**src/rtl/mhf_pkg.sv**
```systemverilog
package mhf_pkg;

    localparam int BYTE_W     = 8;
    localparam int CRC_W      = 32;
    localparam int ADDR_BYTES = 6;
    localparam int WORD_W     = 32;
    localparam int NUM_WORDS  = 8;
    localparam int SEL_W      = $clog2(NUM_WORDS);
    localparam int BIT_W      = $clog2(WORD_W);
    localparam int IDX_W      = SEL_W + BIT_W;
    localparam int CNT_W      = $clog2(ADDR_BYTES + 1);

    localparam logic [CRC_W-1:0] CRC_POLY = 32'hEDB88320;

    typedef enum logic [1:0] {
        OP_LOOK  = 2'd0,
        OP_JOIN  = 2'd1,
        OP_LEAVE = 2'd2,
        OP_RSVD  = 2'd3
    } op_e;

    typedef struct packed {
        logic [SEL_W-1:0] sel;
        logic [BIT_W-1:0] pos;
    } idx_t;

    typedef struct packed {
        logic valid;
        op_e  op;
        idx_t idx;
    } result_t;

    // One byte through the reflected CRC, low bit first.
    function automatic logic [CRC_W-1:0] crc_step(input logic [CRC_W-1:0] c,
                                                  input logic [BYTE_W-1:0] b);
        logic [CRC_W-1:0] r;
        r = c ^ {{(CRC_W-BYTE_W){1'b0}}, b};
        for (int i = 0; i < BYTE_W; i++) begin
            r = r[0] ? ((r >> 1) ^ CRC_POLY) : (r >> 1);
        end
        return r;
    endfunction

    function automatic logic [CRC_W-1:0] bit_reverse(input logic [CRC_W-1:0] v);
        logic [CRC_W-1:0] r;
        for (int i = 0; i < CRC_W; i++) begin
            r[i] = v[CRC_W-1-i];
        end
        return r;
    endfunction

    function automatic idx_t crc_to_index(input logic [CRC_W-1:0] c);
        logic [CRC_W-1:0] rv;
        rv = bit_reverse(c);
        return idx_t'(rv[CRC_W-1 -: IDX_W]);
    endfunction

endpackage

```
**src/rtl/mhf_crc_unit.sv**
```systemverilog
module mhf_crc_unit
    import mhf_pkg::*;
(
    input  logic              clk,
    input  logic              rst,
    input  logic              in_start,
    input  logic              in_valid,
    input  logic [BYTE_W-1:0] in_byte,
    input  logic [1:0]        in_op,
    output result_t           res
);

    logic [CRC_W-1:0] crc_q;
    logic [CNT_W-1:0] cnt_q;
    logic             active_q;
    logic             fin_q;
    op_e              op_q;

    localparam logic [CNT_W-1:0] LAST_CNT = CNT_W'(ADDR_BYTES - 1);

    always_ff @(posedge clk) begin
        if (rst) begin
            crc_q    <= '1;
            cnt_q    <= '0;
            active_q <= 1'b0;
            fin_q    <= 1'b0;
            op_q     <= OP_LOOK;
        end else begin
            fin_q <= 1'b0;
            if (in_valid && in_start) begin
                crc_q    <= crc_step('1, in_byte);
                cnt_q    <= CNT_W'(1);
                op_q     <= op_e'(in_op);
                active_q <= 1'b1;
            end else if (in_valid && active_q) begin
                crc_q <= crc_step(crc_q, in_byte);
                if (cnt_q == LAST_CNT) begin
                    cnt_q    <= '0;
                    active_q <= 1'b0;
                    fin_q    <= 1'b1;
                end else begin
                    cnt_q <= cnt_q + CNT_W'(1);
                end
            end
        end
    end

    always_comb begin
        res.valid = fin_q;
        res.op    = op_q;
        res.idx   = crc_to_index(crc_q);
    end

    AST_START_WITH_VALID: assert property (@(posedge clk) disable iff (rst)
        in_start |-> in_valid);
    AST_DONE_ONE_CYCLE: assert property (@(posedge clk) disable iff (rst)
        fin_q |=> !fin_q);
    AST_DONE_AFTER_BYTE: assert property (@(posedge clk) disable iff (rst)
        $rose(fin_q) |-> ($past(in_valid) && !$past(in_start)));

endmodule

```
**src/rtl/mhf_table.sv**
```systemverilog
module mhf_table
    import mhf_pkg::*;
(
    input  logic              clk,
    input  logic              rst,
    input  result_t           res,
    input  logic              tbl_we,
    input  logic [SEL_W-1:0]  tbl_sel,
    input  logic [WORD_W-1:0] tbl_wdata,
    output logic [WORD_W-1:0] tbl_rdata,
    output logic              hit
);

    logic [WORD_W-1:0] words_q [NUM_WORDS];
    logic [WORD_W-1:0] words_d [NUM_WORDS];
    logic [BIT_W-1:0]  bitnum;
    logic              do_set;
    logic              do_clr;

    // Entries are numbered from the most significant bit downward.
    assign bitnum = BIT_W'(WORD_W - 1) - res.idx.pos;
    assign do_set = res.valid && (res.op == OP_JOIN);
    assign do_clr = res.valid && (res.op == OP_LEAVE);

    always_comb begin
        for (int w = 0; w < NUM_WORDS; w++) begin
            words_d[w] = (tbl_we && tbl_sel == SEL_W'(w)) ? tbl_wdata : words_q[w];
            if (res.idx.sel == SEL_W'(w)) begin
                if (do_set) words_d[w][bitnum] = 1'b1;
                if (do_clr) words_d[w][bitnum] = 1'b0;
            end
        end
    end

    always_ff @(posedge clk) begin
        for (int w = 0; w < NUM_WORDS; w++) begin
            if (rst) words_q[w] <= '0;
            else     words_q[w] <= words_d[w];
        end
    end

    assign tbl_rdata = words_q[tbl_sel];
    assign hit       = words_q[res.idx.sel][bitnum];

    for (genvar g = 0; g < NUM_WORDS; g++) begin : g_chk
        AST_RESET_CLEAR: assert property (@(posedge clk)
            rst |=> (words_q[g] == '0));
        AST_JOIN_SETS: assert property (@(posedge clk) disable iff (rst)
            (do_set && res.idx.sel == SEL_W'(g)) |=> words_q[g][$past(bitnum)]);
        AST_LEAVE_CLEARS: assert property (@(posedge clk) disable iff (rst)
            (do_clr && res.idx.sel == SEL_W'(g)) |=> !words_q[g][$past(bitnum)]);
        AST_WORD_HOLD: assert property (@(posedge clk) disable iff (rst)
            (!(tbl_we && tbl_sel == SEL_W'(g)) &&
             !((do_set || do_clr) && res.idx.sel == SEL_W'(g)))
            |=> $stable(words_q[g]));
        AST_WRITE_TAKES: assert property (@(posedge clk) disable iff (rst)
            (tbl_we && tbl_sel == SEL_W'(g) && !res.valid)
            |=> (words_q[g] == $past(tbl_wdata)));
    end

endmodule

```
**src/rtl/mcast_hash_filter.sv**
```systemverilog
module mcast_hash_filter
    import mhf_pkg::*;
(
    input  logic        clk,
    input  logic        rst,
    input  logic        in_start,
    input  logic        in_valid,
    input  logic [7:0]  in_byte,
    input  logic [1:0]  in_op,
    output logic        match_hit,
    output logic        match_done,
    input  logic        tbl_we,
    input  logic [2:0]  tbl_sel,
    input  logic [31:0] tbl_wdata,
    output logic [31:0] tbl_rdata
);

    result_t res;
    logic    hit_raw;

    mhf_crc_unit u_crc (
        .clk      (clk),
        .rst      (rst),
        .in_start (in_start),
        .in_valid (in_valid),
        .in_byte  (in_byte),
        .in_op    (in_op),
        .res      (res)
    );

    mhf_table u_tbl (
        .clk       (clk),
        .rst       (rst),
        .res       (res),
        .tbl_we    (tbl_we),
        .tbl_sel   (tbl_sel),
        .tbl_wdata (tbl_wdata),
        .tbl_rdata (tbl_rdata),
        .hit       (hit_raw)
    );

    assign match_done = res.valid;
    assign match_hit  = res.valid & hit_raw;

    AST_HIT_ONLY_WITH_DONE: assert property (@(posedge clk) disable iff (rst)
        match_hit |-> match_done);

endmodule

```
**config.mk**
```make
export PLATFORM = sky130hd
export DESIGN_NAME = mcast_hash_filter
export DESIGN_NICKNAME = d
export VERILOG_FILES = /design/src/rtl/mhf_pkg.sv /design/src/rtl/mhf_crc_unit.sv /design/src/rtl/mhf_table.sv /design/src/rtl/mcast_hash_filter.sv
export SDC_FILE = /design/constraint.sdc
export NUM_CORES = 1
export LEC_CHECK = 0
export ABC_AREA = 1
export BUFFER_PORTS_ARGS = -buffer_cell sky130_fd_sc_hd__buf_4
export CAP_MARGIN = 25
export CORE_AREA = 10 10 254 195
export DETAILED_ROUTE_END_ITERATION = 10
export DIE_AREA = 0 0 264 205
export SETUP_SLACK_MARGIN = 0.5
export SYNTH_ARGS = -nofsm -noshare
export SYNTH_HDL_FRONTEND = slang
export SYNTH_SLANG_ARGS = --single-unit
export TNS_END_PERCENT = 5
```
**constraint.sdc**
```tcl
create_clock -name clk -period 2 [get_ports clk]
set_input_delay 0.4 -clock clk [delete_from_list [all_inputs] [get_ports clk]]
set_output_delay 0.4 -clock clk [all_outputs]
set_load 0.1 [all_outputs]
```
==> flow_summary.ini <==
[logic_synthesis]
synth_seq_cells = 298
synthCells = 2813
async_reset_ff_share_pct = 0
avgSynthCellArea_um2 = 7.062
seq_area_frac_synth_pct = 30.03
syn_area_um2 = 19860
synth_nets = 2863
ys_warn_count = 0
synth_edf_count = 0
synth_ff_type = dfxtp_1
synthDistinctLibCells = 46

[worst_setup_path]
cp_common_cell = buf_12
cp.required_ps = 1600
critPathBufInv = 5
setup.worst_path.end_class = primary output
crit_family = buffers and inverters
path_cells = buf_12, buf_12, buf_16, o211ai_1, nand3_1, nand3_1, nand2_2, o21ai_4, buf_6, nand2_4, nor2_4, a21oi_4, buf_12
critPathKind = register to primary output
critPathMaxFanout = 6
cp.arrival_ps = 2590
max_stage_delay_ps = 370
cp-start-kind = register
crit_slowest_cell = dfxtp_4

[power]
total_power_mw = 20.03
p_sw_share_pct = 35.32
p_switching_mw = 7.074
peakVddDrop_uv = 654.3
comb_power_share_pct = 32.2
p_per_area_nw_per_um2 = 639.4
p_int_mw = 12.95
p_leak_nw = 14.88
clockPowerShare_pct = 36.3
pwr-share-seq_pct = 31.6

[global_route]
grt_pass1_wl_um = 140000
overflow = 0
grt_max_degree = 65
first_global_vias = 23630
antenna_found_initial = 1
grtUsageTotal_pct = 32.35

[detailed_routing]
num_vias = 24540
met2WireLength_um = 41300
m1WireLength_um = 37600
wl_um = 94730
top_layer = met4
wire_per_inst_um = 25.35
drt_iter0_markers = 3165
drtPass1Iterations = 6
route.detailed.drc = 0
avgViaCountPerCell = 6.566
drtAntennaViolNets = 0
routed-wl-met3_um = 10880

[floorplan]
io_pins = 84
die_area_um2 = 54120
die_h_um = 205
rows = 67
start_util_pct = 44.71
dieWidth_um = 264
fp.coreArea_um2 = 44430

[cts]
cts.reportedPaths.clkPinSlew_ps = 60
cts_tree = yes
clock-root-buffer = clkbuf_16
clockBufferDepth = 3
cts_buffers = 36
cts.sinks = 298
htree_levels = 2
clk_latency_ps = 560

[timing]
worst_slack_ps = -993.6
rsz0062_at_grt = true
max_freq_ghz = 0.3340
worstMarginPinSlew_ps = 671.0
slew_headroom_pct = 55.07
clock_skew_ps = 25.57
period_share_pct = 149.7
setup_viol = 33
worst_hold_slack_ps = 115.7
finalHoldViolCount = 0
setup_tns_ps = -4810
drv_slew = 0
layout_min_cycle_time_ps = 2994

[final_layout]
multi_input_area_um2 = 16370
fin_util_pct = 70.49
finalInstanceArea_um2 = 31320
stdcell_count = 3737
drive_above_1_share_pct = 41.17
area_delta_synth_final_pct = 57.67
seqCellArea_um2 = 6042
fillCellCount = 3389
nNetsFinal = 3173

[outcome]
violations = negative setup slack
status = complete, but fails checks

[job]
maxCapViolCount = 0

[placement]
gp_congestion = 0.9166
port_buffers = 83
place_area_um2 = 24730
dp_hpwl_um = 53850
dp_slack_ps = -639.1
place_inst = 3616

[hold_path]
min_path_type = input port to register
==> cells in the mapped netlist, drive strengths merged, types with 5 or more instances <==
cell type	n	area share, %
nand2	794	15
clkinv	5	0.11
inv	212	4.0
a32oi	11	0.48
a21oi	49	1.2
nand3	167	4.3
o211ai	26	0.98
o2111ai	26	1.1
dfxtp	298	30
o211a	256	13
buf	52	1.4
nor3	9	0.23
o21ai	154	3.9
a221oi	22	0.97
xnor2	25	1.4
o22ai	11	0.35
clkbuf	182	3.5
o221ai	231	10
nor2	190	3.6
a31oi	8	0.25
a22oi	18	0.68
xor2	56	2.7
==> metal layers <==
layer / vias up / global-route usage [%]
li1: 10690 / -
met1: 11830 / 42.61
met2: 1634 / 49.86
met3: 385 / 6.535
met4: 0 / 15.69
met5: - / 0
==> registers in the layout, summed over array words and instances, names as in the netlist, named ones only <==
register / count
u_tbl.words_q: 256
u_crc.crc_q: 32
u_crc.cnt_q: 3
u_crc.op_q: 2
u_crc.active_q: 1
u_crc.fin_q: 1
==> area by class of cell <==
type,instances,area share [%]
Multi-Input combinational cell,2064,52.28
Sequential cell,298,19.29
Timing Repair Buffer,506,19.02
Clock buffer,54,3.511
Inverter,217,2.992
Tap cell,586,2.341
Clock inverter,11,0.5513
Antenna cell,1,0.007990
==> worst paths after layout <==
kind | end | start | slack [ps] | depth (start not counted)
setup / recovery | match_hit | register | -990 | 13
hold / removal | u_crc.op_q[0] | in_op[0] | 120 | 3
setup reg to reg | u_crc.crc_q[20] | u_crc.crc_q[7] | 50 | 10
hold reg to reg | u_crc.crc_q[29] | u_crc.crc_q[29] | 490 | 2
==> placed cells by master, fill, tap and decap left out, types with 31 or more instances in the layout <==
cell / synthesis / layout
o21ai_0: 152 / 76
nor2_1: 188 / 130
dfxtp_1: 298 / 253
xor2_1: 51 / 36
nand2_2: 3 / 66
buf_6: 3 / 48
buf_4: 2 / 313
nand2_1: 786 / 641
a21oi_1: 49 / 31
nand3_1: 165 / 141
o221ai_2: 0 / 215
nor2_4: 0 / 42
o21ai_2: 0 / 35
clkbuf_16: 0 / 44
buf_12: 0 / 104
inv_1: 202 / 168
nand2_4: 5 / 83
dfxtp_2: 0 / 37
o211a_1: 256 / 256
==> worst min-delay path, stage by stage <==
cell	delay, ps
buf_4	80
o21ai_0	80
nor2_1	80
==> cell families after synthesis <==
family          share of synthesized area, %
compound gates                         33.32
xor+xnor                               4.157
buf+inv                                8.988
flops                                  30.03
simple gates                           23.50
==> power groups by stage <==
| stage | Sequential [mW] | Combinational [mW] | Clock [mW] |
|---|---|---|---|
| floorplan | 6.37 | 3.04 | 0 |
| global placement | 6.41 | 4.70 | 0 |
| detailed placement | 6.41 | 4.77 | 0 |
| CTS | 6.30 | 5.69 | 7.26 |
| global route | 6.34 | 6.74 | 7.48 |
| finish | 6.32 | 6.44 | 7.27 |
==> what timing repair did <==
item                       4_1_cts  5_1_grt
cloned                          19        6
pin swaps                      191      334
gates resized for setup        665      383
setup endpoints to repair      320      321
hold buffers                     0        0
setup buffers                   17       13
(Power assumes the default switching activity.)
